`config.mk`:
```
export PLATFORM = sky130hd
export DESIGN_NAME = mm_bus_arbiter
export DESIGN_NICKNAME = d
export VERILOG_FILES = /design/src/rtl/mm_bus_arbiter.sv
export SDC_FILE = /design/constraint.sdc
export NUM_CORES = 1
export LEC_CHECK = 0
export BUFFER_PORTS_ARGS = -buffer_cell sky130_fd_sc_hd__buf_4
export CORE_AREA = 2 2 39 41
export CTS_CLUSTER_SIZE = 10
export DETAILED_ROUTE_END_ITERATION = 10
export DIE_AREA = 0 0 41 43
export SYNTH_ARGS = -nofsm -noshare
export SYNTH_HDL_FRONTEND = slang
export SYNTH_SLANG_ARGS = --single-unit
export TNS_END_PERCENT = 5
```
`constraint.sdc`:
```
create_clock -name clk -period 1.9 [get_ports clk]
set_clock_uncertainty 0.2 [all_clocks]
set_input_delay 0.095 -clock clk [delete_from_list [all_inputs] [get_ports clk]]
set_output_delay 0.095 -clock clk [all_outputs]
set_load 0.005 [all_outputs]
```
`src/rtl/mm_bus_arbiter.sv`:
```
module mm_bus_arbiter (
  input  logic clk,
  input  logic init_n,
  input  logic cycle_req,
  input  logic xfer_done,
  input  logic halt,
  input  logic lock_n,
  input  logic creq_lock_n,
  input  logic any_req,
  input  logic strap_res,
  input  logic sys_sel,
  input  logic prio_in_n,
  input  logic busy_in_n,
  input  logic creq_in_n,
  output logic breq_n,
  output logic prio_out_n,
  output logic busy_drv,
  output logic creq_drv,
  output logic aen_n
);

  typedef enum logic [1:0] {S_IDLE, S_WAIT, S_XFER, S_HELD} st_t;

  st_t st, st_nx;

  wire sys_ok    = !strap_res || sys_sel;
  wire want      = cycle_req && sys_ok && !halt;
  wire creq_seen = !creq_in_n && creq_lock_n;
  wire give_up   = lock_n && (halt || prio_in_n ||
                   (creq_seen && (any_req || (strap_res && !sys_sel))));
  wire own       = (st == S_XFER) || (st == S_HELD);
  wire req       = (st != S_IDLE);
  wire leave_to  = want;

  always_comb begin
    st_nx = st;
    case (st)
      S_IDLE: if (want) st_nx = S_WAIT;
      S_WAIT: begin
        if (halt)                          st_nx = S_IDLE;
        else if (!prio_in_n && busy_in_n)  st_nx = S_XFER;
      end
      S_XFER: if (xfer_done) begin
        if (give_up) st_nx = leave_to ? S_WAIT : S_IDLE;
        else         st_nx = S_HELD;
      end
      S_HELD: begin
        if (give_up)   st_nx = leave_to ? S_WAIT : S_IDLE;
        else if (want) st_nx = S_XFER;
      end
      default: st_nx = S_IDLE;
    endcase
  end

  always_ff @(posedge clk or negedge init_n) begin
    if (!init_n) begin
      st         <= S_IDLE;
      prio_out_n <= 1'b1;
    end else begin
      st         <= st_nx;
      prio_out_n <= prio_in_n || req;
    end
  end

  assign breq_n   = !req;
  assign busy_drv = own;
  assign creq_drv = (st == S_WAIT);
  assign aen_n    = !own;

  p_grant_gate_r2: assert property (@(posedge clk) disable iff (!init_n)
    $fell(aen_n) |-> $past(!prio_in_n && busy_in_n));

  p_holder_quiet_r3: assert property (@(posedge clk) disable iff (!init_n)
    !aen_n |-> !creq_drv);

  p_release_boundary_r5: assert property (@(posedge clk) disable iff (!init_n)
    $rose(aen_n) |-> $past(xfer_done || st == S_HELD));

  p_lock_keeps_r8: assert property (@(posedge clk) disable iff (!init_n)
    ($past(!lock_n) && $past(!aen_n)) |-> !aen_n);

  p_halt_cancel_r11: assert property (@(posedge clk) disable iff (!init_n)
    (st == S_WAIT && halt) |=> breq_n);

  p_daisy_r12: assert property (@(posedge clk) disable iff (!init_n)
    !prio_out_n |-> $past(!prio_in_n && breq_n));

endmodule

```
* After elaboration in Yosys (flattened, before gate mapping)
Cells that the tools add are included.
** Storage, ports and cells
- Input bits :: 13
- Register bits after elaboration :: 3
- Output and inout bits :: 5
- Logic and storage cells :: 41
** Operators by class
- Eq/ne operators :: 7
- Reduce and logical (&&, ||, !) cells :: 23
- Multiplexer cells :: 9
** Operators with widths (count)
- 2-bit 2-to-1 mux :: 7
- 2-bit one-hot mux with 4 select lines :: 1
- 1-bit logical AND :: 7
- 1-bit logical NOT :: 7
- 1-bit logical OR :: 6
- 2-bit equality test, second input constant :: 2
- 2-bit != test, second input constant :: 2
- 4-bit AND reduction :: 1
- 3-bit by 2-bit != test with 1-bit output, second input constant :: 1
- 3-bit != test, second input constant :: 1
- 2-bit by 1-bit equality test with 1-bit output, second input constant :: 1
- 2-bit logical NOT :: 1
- 2-bit nonzero test :: 1
- 1-bit 2-to-1 mux :: 1

* Depth between registers and ports, before layout
- Depth in word-level cells :: 9
- Depth in mapped cells :: 4
- Gate-level depth less buffers :: 4

* Worst setup path before layout
No wires, ideal clock.
- Kind :: flip-flop to flip-flop
- Start point :: register st[0]
- End point :: register st[0]
- Library setup time :: 0.120 ns
- Stages on the path, launching flop included :: 4
- Period minus slack after synthesis :: 1.278 ns
- Data required time :: 1.580 ns
- Path slack :: 0.622 ns
- Buffers on the path :: 0
- Data arrival time :: 0.958 ns
- Cell sequence :: dfrtp_1 > o21ai_1 > a21bo_2 > a31o_1
** Between the ends
- Cells in the longest elaborated chain, start to end :: 3
- Elaborated cells between the ends (all ways) :: 10
- Classes of those cells :: eq/ne (7); mux (1); reduce/logical (2)
** RTL lines
- start, declared :: line 24 : st_t st, st_nx;
- start signal, assigned :: line 60 : st <= st_nx;
- 2-bit equality test (tied with other cells) :: line 37 : case (st)
- 3-bit != test (no line) (tied with other cells)
- 4-bit AND reduction (no line)
Several ways; a longest one is shown, not always the timed one.
A chain may end at the register's enable or synchronous reset.

* Worst setup path after layout
- Start point :: input port prio_in_n
- End point :: register st[0]
** Between the ends
- Cells in the longest elaborated chain, start to end :: 6
- Elaborated cells between the ends (all ways) :: 12
- Classes of those cells :: eq/ne (2); mux (4); reduce/logical (6)
** RTL lines
- start, declared :: line 12 : input logic prio_in_n,
- 1-bit logical OR (2 in series) :: line 29 : wire give_up = lock_n && (halt || prio_in_n ||
- 1-bit logical AND :: line 29
- 2-bit 2-to-1 mux :: line 44 : if (give_up) st_nx = leave_to ? S_WAIT : S_IDLE;
- 2-bit 2-to-1 mux :: line 43 : S_XFER: if (xfer_done) begin
- 2-bit one-hot mux with 4 select lines :: line 37
Several ways; a longest one is shown, not always the timed one. The select of a mux whose other input is x is not followed.

==> reports/summary.txt <==
Seq/Total Area, Yosys: 34.46%
post-synth top area share: 22.60%
most frequent cells in the layout: buf_4, inv_1, clkbuf_4, dlygate4sd3_1
Setup CP Type: in -> reg
Worst VDD drop: 269.8 uV
PwrDens: 1010 mW/mm^2
Slew Viols, Final: 0
Detailed Place HPWL: 428 um
root buffer cell: clkbuf_4
Hold Vio Cnt, Final: 0
Post-Route Setup TNS: 0 ns
commonest non-fill, non-tap cell in the layout: buf_4
Die W: 41 um
initial detailed-routing violation count: 1
CTS H-tree depth: 1
Setup crit end kind: flop
Pre-Repair DR Iteration Count: 2
# rows: 14
Worst-path clk slew: 0.03 ns
# IOs: 18
Clock Latency Late Sink: 0.22 ns
Cell Area, Synth: 221.5 sq um
crit start category: input pin
Die Y-Extent: 43 um
wire per inst: 7.857 um
global-route wire length before repair: 772 um
Final period util: 76.80%
RSZ-0062 raised after global routing: no
synthesized flop and latch total: 3
number of clock sinks: 3
final WL: 495 um
Tot Pwr: 0.4259 mW
Tightest Hold Check Type: in -> reg
outcome: complete, no violations
synthesized instance count: 24
worst path required time: 1.81 ns
Final ANT Viol Nets: 0
area grow syn2layout: 90.40%
fmax: 685.3 MHz
static leakage power: 0.2028 nW
maxcap violations: 0
Via Count: 253
share of layout cells above drive strength 1: 53.19%
CTS tree: done
diode count: 0
number of setup buffers added after CTS: 0
WP data arrival: 1.37 ns
CTS Hold Bufs: 3
Clock Tree Buf Depth: 2
cell accounting for the most synthesized area: dfrtp_1
largest net degree at the start of global routing: 9
syn avg cell area: 9.228 sq um
starting density of the core: 16.00%
GRT Overall Usage: 6.338%
TritonCTS Buffers: 3
Setup-failing EPs final: 0
initial antenna violation count: 0
Worst-Margin Slew: 0.3089 ns
total core area: 0.001384 sq mm
critical path peak fanout: 3
post-CTS resize count: 0
die area: 0.001763 sq mm
synth unique cells: 19
nets@finish: 61
vias in the first global route: 223
Mapped Nets: 37
Area contributors post-synth: dfrtp_1, dfstp_2, o2111ai_2
Rel. slew slack: 79.19%
DRC Markers: 0
fin util: 30.47%
global route overflow: 0
Synth Warn #: 0
Via density: 4.016
RePlAce Congestion: 0.7048
Port Buf Inserts: 17
min cycle time layout: 1.459 ns
## metrics by stage
stage,cells,hold WS [ns],setup WS [ns],instance area (sq um)
5_1_grt,63,0.02709,0.3344,421.7
2_1_floorplan,24,-0.4006,0.6223,221.5
3_3_place_gp,56,-0.3132,0.5856,365.4
6_report,63,0.01158,0.4409,421.7
4_1_cts,63,0.01423,0.4406,421.7
3_5_place_dp,56,-0.3121,0.5685,365.4
## Yosys cell counts (all sizes together)
cell type / number
nor2b: 3
o21ai: 2
nand4: 1
nor3b: 1
a21o: 1
a31o: 1
inv: 3
o2111ai: 1
a31oi: 1
nor4b: 1
a21bo: 1
dfstp: 1
dfrtp: 2
or3: 1
clkbuf: 1
a21oi: 1
nor2: 2
## path summary, 6_finish.rpt
path,slack [ns],startpoint,endpoint,cells after the start
setup / recovery,0.44,prio_in_n,st[0]$_DFFE_PN0P_,5
hold / removal,0.01,xfer_done,st[1]$_DFFE_PN0P_,4
setup reg to reg,0.56,st[0]$_DFFE_PN0P_,st[0]$_DFFE_PN0P_,3
hold reg to reg,0.39,st[0]$_DFFE_PN0P_,prio_out_n$_DFF_PN1_,1
max in group asynchronous,0.82,init_n,st[0]$_DFFE_PN0P_,3
min in group asynchronous,0.15,init_n,prio_out_n$_DFF_PN1_,2
## area by class of cell
| class | count | area [sq um] |
|---|---|---|
| fill | 144 | 962.2 |
| timing repair buffer | 20 | 157.7 |
| multi-input combinational | 17 | 130.1 |
| sequential | 3 | 76.32 |
| clock buffer | 4 | 26.28 |
| tap | 16 | 20.02 |
| inverter | 3 | 11.26 |
## state kept, by name, summed over array words and instances, names as in the netlist
register	cells
prio_out_n	1
st	2
## metal layers
| metal | global-route usage, % | vias up | wire length (um) |
|---|---|---|---|
| met1 | 8.414 | 110 | 210 |
| met4 | 4.000 | 0 | 0 |
| met2 | 8.750 | 7 | 252 |
| met5 | 0 | - | 0 |
| met3 | 1.571 | 0 | 31 |
| li1 | - | 136 | - |
## worst max-delay path, stage by stage
cell,delay [ns]
dlygate4sd3_1,0.54
buf_4,0.14
o21ai_0,0.27
nand4_1,0.14
a31o_1,0.19
## cells by family (layout without fill, tap and decap cells)
kind of cell	count (synthesis)	count (layout)	synth area share (%)
AOI/OAI and AO/OA	8	8	28.24
buffers and inverters	4	27	6.778
DFF	3	3	34.47
and+or+nand+nor	9	9	30.51
## report_power, final
group / internal [mW] / total, mW / switching, mW
sequential: 0.0964 / 0.131 / 0.0344
combinational: 0.126 / 0.190 / 0.0640
clock: 0.0783 / 0.105 / 0.0271
total: 0.300 / 0.426 / 0.126
Power figures use the tool's default switching activity.
